File: config.mk
export PLATFORM = sky130hd
export DESIGN_NAME = tmr_chain
export DESIGN_NICKNAME = d
export VERILOG_FILES = /design/src/rtl/tmr_pkg.sv /design/src/rtl/tmr_clk_div.sv /design/src/rtl/tmr_prescale.sv /design/src/rtl/tmr_capture.sv /design/src/rtl/tmr_irq.sv /design/src/rtl/tmr_chain.sv
export SDC_FILE = /design/constraint.sdc
export NUM_CORES = 1
export LEC_CHECK = 0
export BUFFER_PORTS_ARGS = -buffer_cell sky130_fd_sc_hd__buf_2
export CAP_MARGIN = 0
export CORE_UTILIZATION = 35
export DETAILED_ROUTE_END_ITERATION = 10
export SLEW_MARGIN = 25
export SYNTH_ARGS = -nofsm -noshare
export SYNTH_HDL_FRONTEND = slang
export SYNTH_SLANG_ARGS = --single-unit
File: constraint.sdc
create_clock -name clk_i -period 4.8 [get_ports clk_i]
set_clock_uncertainty 0.15 [all_clocks]
set_input_delay 0.24 -clock clk_i [delete_from_list [all_inputs] [get_ports clk_i]]
set_output_delay 0.24 -clock clk_i [all_outputs]
set_load 0.01 [all_outputs]
File: src/rtl/tmr_pkg.sv
package tmr_pkg;
  localparam int unsigned OSC_DIV_DEF   = 3;
  localparam int unsigned PRESCALE_DEF  = 1200;
  localparam int unsigned IRQ_TICKS_DEF = 5;
  localparam int unsigned TIMER_W_DEF   = 16;

  // counter width able to hold 0..n-1, at least one bit
  function automatic int unsigned cnt_w(input int unsigned n);
    return (n <= 2) ? 1 : $clog2(n);
  endfunction
endpackage

File: src/rtl/tmr_clk_div.sv
module tmr_clk_div #(
  parameter int unsigned DIV = tmr_pkg::OSC_DIV_DEF
) (
  input  logic clk_i,
  input  logic rst_ni,
  output logic clk_o
);
  localparam int unsigned CW = tmr_pkg::cnt_w(DIV);
  localparam logic [CW-1:0] LAST = CW'(DIV - 1);

  logic [CW-1:0] phase_q;
  logic          clk_q;

  always_ff @(posedge clk_i or negedge rst_ni) begin
    if (!rst_ni) begin
      phase_q <= '0;
      clk_q   <= 1'b0;
    end else begin
      phase_q <= (phase_q == LAST) ? '0 : phase_q + 1'b1;
      clk_q   <= (phase_q == LAST);
    end
  end

  assign clk_o = clk_q;
endmodule

File: src/rtl/tmr_prescale.sv
module tmr_prescale #(
  parameter int unsigned LIMIT = tmr_pkg::PRESCALE_DEF
) (
  input  logic clk_i,
  input  logic rst_ni,
  input  logic en_i,
  output logic tick_o
);
  localparam int unsigned CW = tmr_pkg::cnt_w(LIMIT);
  localparam logic [CW-1:0] LAST = CW'(LIMIT - 1);

  logic [CW-1:0] cnt_q;

  always_ff @(posedge clk_i or negedge rst_ni) begin
    if (!rst_ni) begin
      cnt_q <= '0;
    end else if (en_i) begin
      cnt_q <= (cnt_q == LAST) ? '0 : cnt_q + 1'b1;
    end
  end

  assign tick_o = en_i && (cnt_q == LAST);
endmodule

File: src/rtl/tmr_capture.sv
module tmr_capture #(
  parameter int unsigned W = tmr_pkg::TIMER_W_DEF
) (
  input  logic         clk_i,
  input  logic         rst_ni,
  input  logic         tick_i,
  input  logic         cap_i,
  output logic [W-1:0] timer_o,
  output logic [W-1:0] hold_o
);
  logic [W-1:0] timer_q;
  logic [W-1:0] hold_q;

  // capture samples timer_q before this edge's increment
  always_ff @(posedge clk_i or negedge rst_ni) begin
    if (!rst_ni) begin
      timer_q <= '0;
      hold_q  <= '0;
    end else begin
      if (tick_i) timer_q <= timer_q + 1'b1;
      if (cap_i)  hold_q  <= timer_q;
    end
  end

  assign timer_o = timer_q;
  assign hold_o  = hold_q;
endmodule

File: src/rtl/tmr_irq.sv
module tmr_irq (
  input  logic clk_i,
  input  logic rst_ni,
  input  logic tick_i,
  input  logic ack_i,
  output logic pend_o,
  output logic ovr_o
);
  logic pend_q;
  logic ovr_q;

  always_ff @(posedge clk_i or negedge rst_ni) begin
    if (!rst_ni) begin
      pend_q <= 1'b0;
      ovr_q  <= 1'b0;
    end else begin
      if (tick_i)     pend_q <= 1'b1;
      else if (ack_i) pend_q <= 1'b0;
      if (tick_i && pend_q && !ack_i) ovr_q <= 1'b1;
      else if (ack_i)                 ovr_q <= 1'b0;
    end
  end

  assign pend_o = pend_q;
  assign ovr_o  = ovr_q;
endmodule

File: src/rtl/tmr_chain.sv
module tmr_chain #(
  parameter int unsigned OSC_DIV   = tmr_pkg::OSC_DIV_DEF,
  parameter int unsigned PRESCALE  = tmr_pkg::PRESCALE_DEF,
  parameter int unsigned IRQ_TICKS = tmr_pkg::IRQ_TICKS_DEF,
  parameter int unsigned TIMER_W   = tmr_pkg::TIMER_W_DEF
) (
  input  logic       clk_i,
  input  logic       rst_ni,
  output logic       cpu_clk_o,
  input  logic       cap_i,
  input  logic       byte_sel_i,
  output logic [7:0] rd_data_o,
  output logic       irq_o,
  input  logic       irq_ack_i,
  output logic       irq_ovr_o
);
  localparam int unsigned NBYTES = TIMER_W / 8;

  logic               tick;
  logic               irq_tick;
  logic [TIMER_W-1:0] timer_q;
  logic [TIMER_W-1:0] hold_q;
  logic [7:0]         byte_arr [NBYTES];

  tmr_clk_div #(.DIV(OSC_DIV)) u_div (
    .clk_i (clk_i),
    .rst_ni(rst_ni),
    .clk_o (cpu_clk_o)
  );

  tmr_prescale #(.LIMIT(PRESCALE)) u_pre (
    .clk_i (clk_i),
    .rst_ni(rst_ni),
    .en_i  (1'b1),
    .tick_o(tick)
  );

  tmr_prescale #(.LIMIT(IRQ_TICKS)) u_irq_cnt (
    .clk_i (clk_i),
    .rst_ni(rst_ni),
    .en_i  (tick),
    .tick_o(irq_tick)
  );

  tmr_capture #(.W(TIMER_W)) u_cap (
    .clk_i  (clk_i),
    .rst_ni (rst_ni),
    .tick_i (tick),
    .cap_i  (cap_i),
    .timer_o(timer_q),
    .hold_o (hold_q)
  );

  tmr_irq u_irq (
    .clk_i (clk_i),
    .rst_ni(rst_ni),
    .tick_i(irq_tick),
    .ack_i (irq_ack_i),
    .pend_o(irq_o),
    .ovr_o (irq_ovr_o)
  );

  for (genvar g = 0; g < NBYTES; g++) begin : g_byte
    assign byte_arr[g] = hold_q[8*g +: 8];
  end

  assign rd_data_o = byte_arr[byte_sel_i];
endmodule

==> reports/metrics.csv <==
stage,metric,value,unit
outcome,status,"finished, final reports clean",
critical_path,crit_fanout,31,
synth,syn_avg_cell_area,12.58,um2
finish,fin_nets,204,
detailed_routing,drt_wl_total,3483,um
clock_network,cts_buffers,5,
clock_network,cts_setup_buffers,0,
floorplan,dieArea,6723,um2
critical_path,crit_chain,"ha_1, and4_1, and3_2, mux2_2",
worst_hold_path,worstHoldStart,u_div.phase_q[0],
clock_network,clk_latency,0.29,ns
critical_path,path_buf_inv,0,
finish,syn_to_final_growth,9.832,%
sta,finalHoldViolCount,0,
clock_network,clkTransAtPathRegs,0.08,ns
power,power.switching,0.1414,mW
worst_hold_path,min_path_cells,1,
place,post-place-ws,2.395,ns
synth,ys_warn_count,0,
critical_path,crit_start,u_pre.cnt_q[0],
place,gp_congestion,0.7497,
synth,syn_area,2240,um2
clock_network,cts_resized,0,
worst_hold_path,hp-class,reg -> reg,
detailed_routing,drt_iter0_markers,73,
synth,synth_edf_count,0,
clock_network,cts_sinks,51,
synth,synth_seq_cells,51,
synth,syn-num-nets,187,
global_route,grt_pass1_vias,1276,
critical_path,path_class,reg -> reg,
power,p_leak,1.169,nW
sta,tightest_slew,0.6522,ns
synth,synth-async-reset-ratio,100.0,%
floorplan,die_h,82.00,um
worst_hold_path,hold-path-endpoint,u_div.phase_q[0],
power,power.internal,0.5372,mW
critical_path,r2r-start,u_pre.cnt_q[0],
critical_path,critical_path_arrival,2.08,ns
detailed_routing,vias,1331,
floorplan,start_util,36.95,%
power,combinationalPowerShare,2.7,%
clock_network,htreeDepth,2,
sta,whs,0.2926,ns
critical_path,r2r_slack,2.75,ns
critical_path,cpPeakStageDelay,0.55,ns
finish,drive_gt1_share,25.00,%
synth,synth_top_area_share,56.98,%
synth,yosysUniqueCellTypes,25,
sta,max_slew_margin,56.52,%
global_route,grt_pass1_wl,6085,um
flow_run,max_cap_viol_count,0,
global_route,grt_max_degree,52,
synth,synthCells,178,
global_route,grt_usage,12.34,%
floorplan,design.core.area,6061,um2
synth,yosysMostFrequentCell,dfrtp_1,
place,place_hpwl,2304,um
critical_path,r2r-end,u_cap.timer_o[1],
detailed_routing,via_per_inst,4.911,
place,io_buffers,15,
sta,finalSetupTns,0,ns
critical_path,cp.required,4.83,ns
detailed_routing,first_pass_iters,4,
sta,slew_viol_final,0,
critical_path,crit_family,simple AND/OR/NAND/NOR gates,
clock_network,cts-root-buf,clkbuf_8,
synth,ys_seq_area_share,56.98,%
global_route,grt-ovfl-total,0,
synth,yosys_most_used_dff,dfrtp_1,
synth,yosys.area.top_type,dfrtp_1,
power,clkPwrFrac,34.1,%
sta,setup_ws,2.752,ns
clock_network,cts_buffer_depth,2,
sta,rsz0062_at_grt,false,
power,ir_drop,0.1470,mV
detailed_routing,avgRoutedWirePerCell,12.85,um
critical_path,slowest_stage,and3_2,
critical_path,rr_worst_depth,4,
clock_network,cts_tree,done,
critical_path,cp-start-kind,flip-flop,
floorplan,pin_count,16,
sta,final-setup-viol-count,0,
power,powerDensity,275.9,nW/um2
finish,fin_util,40.59,%
synth,synth_commonest_cells,"51 x dfrtp_1, 25 x mux2_2, 18 x xnor2_1, 12 x nand3_1, 12 x nand4_1",
power,netSwitchingFraction,20.84,%
sta,fin_crit_sh,42.66,%
finish,insertedDiodeCount,0,
floorplan,die_width,82.00,um
critical_path,end_kind,flip-flop,
sta,fmax,488.3,MHz
global_route,antenna_found_initial,0,
sta,period_needed,2.048,ns
power,power_frac_seq,63.2,%
detailed_routing,drc,0,
floorplan,placementRows,28,
detailed_routing,ant_nets,0,
synth,synthTopCellsByArea,"dfrtp_1 57%, mux2_2 13%, xnor2_1 7.0%",
==> power groups by stage <==
stage | registers (mW) | clock network [mW] | logic, mW
floorplan | 0.438 | 0 | 0.00620
global placement | 0.438 | 0 | 0.0178
detailed placement | 0.438 | 0 | 0.0179
CTS | 0.429 | 0.248 | 0.0191
global route | 0.429 | 0.265 | 0.0212
finish | 0.429 | 0.231 | 0.0181
==> logic make-up after synthesis <==
family | after synthesis | synth area share [%]
XOR/XNOR | 24 | 9.385
AO/OA/AOI/OAI | 6 | 1.676
flip-flops | 51 | 56.98
multiplexers | 25 | 12.57
buffers and inverters | 12 | 3.296
adder cells (fa/ha/maj) | 4 | 2.235
AND/OR/NAND/NOR | 56 | 13.86
==> placed cells by master, fill, tap and decap left out, drive strengths merged <==
cell type,Yosys,final
dfrtp,51,51
mux2,25,25
xnor2,18,18
buf,7,16
nand4,12,12
nand3,12,12
nor2,10,10
clkbuf,1,7
xor2,6,6
nor2b,6,6
nand2,5,5
and3,5,5
inv,4,4
o21ai,4,4
ha,4,4
and4,2,2
dlygate4sd3,0,2
and2,2,2
nor4bb,1,1
a41oi,1,1
a22o,1,1
nor3,1,1
clkinv,0,1
==> per-stage QoR <==
step	std cells	total power, mW	cell area, um2
floorplan	178	0.4441	2240
detailed placement	261	0.4557	2357
global placement	261	0.4556	2357
CTS	271	0.6959	2459
global route	271	0.7154	2460
finish	271	0.6787	2460
==> final cells by class <==
cell class	count	area [um2]
clock buffer	7	76.32
clock inverter	1	5.005
fill	592	3601
inverter	4	15.01
multi-input combinational	115	890.9
sequential	51	1276
tap	75	93.84
timing repair buffer	18	102.6
==> worst register-to-register path, cell delays in order (launching register included) <==
cell and delay [ns]:
dfrtp_1 0.38, ha_1 0.21, and4_1 0.26, and3_2 0.55
mux2_2 0.40
==> worst max path at each step <==
stage | end | slack (ns) | cells after the start
detailed placement | u_irq_cnt.cnt_q[2] | 2.39 | 5
global placement | u_irq_cnt.cnt_q[2] | 2.43 | 5
global route | u_irq_cnt.cnt_q[2] | 2.55 | 5
floorplan | u_irq.ovr_o | 3.06 | 7
CTS | u_irq_cnt.cnt_q[2] | 2.39 | 5
finish | u_cap.timer_o[1] | 2.75 | 4
==> metal layers <==
layer / track usage, % / routed length (um)
met5: 0 / 0
met1: 16.61 / 1791
met2: 18.60 / 1570
met3: 3.000 / 69
met4: 5.789 / 51
==> what timing repair did <==
action,CTS,global route
setup endpoints to repair,0,0
endpoints found under the hold margin,53,0
hold buffers,2,0
==> state kept, by name, indices dropped and copies added, names as in the netlist <==
signal           flops
u_irq_cnt.cnt_q      3
u_irq.ovr_o          1
u_div.phase_q        2
u_cap.hold_o        16
u_pre.cnt_q         11
u_irq.pend_o         1
u_div.clk_o          1
u_cap.timer_o       16
Note: power is estimated with default switching activity, not from simulation.
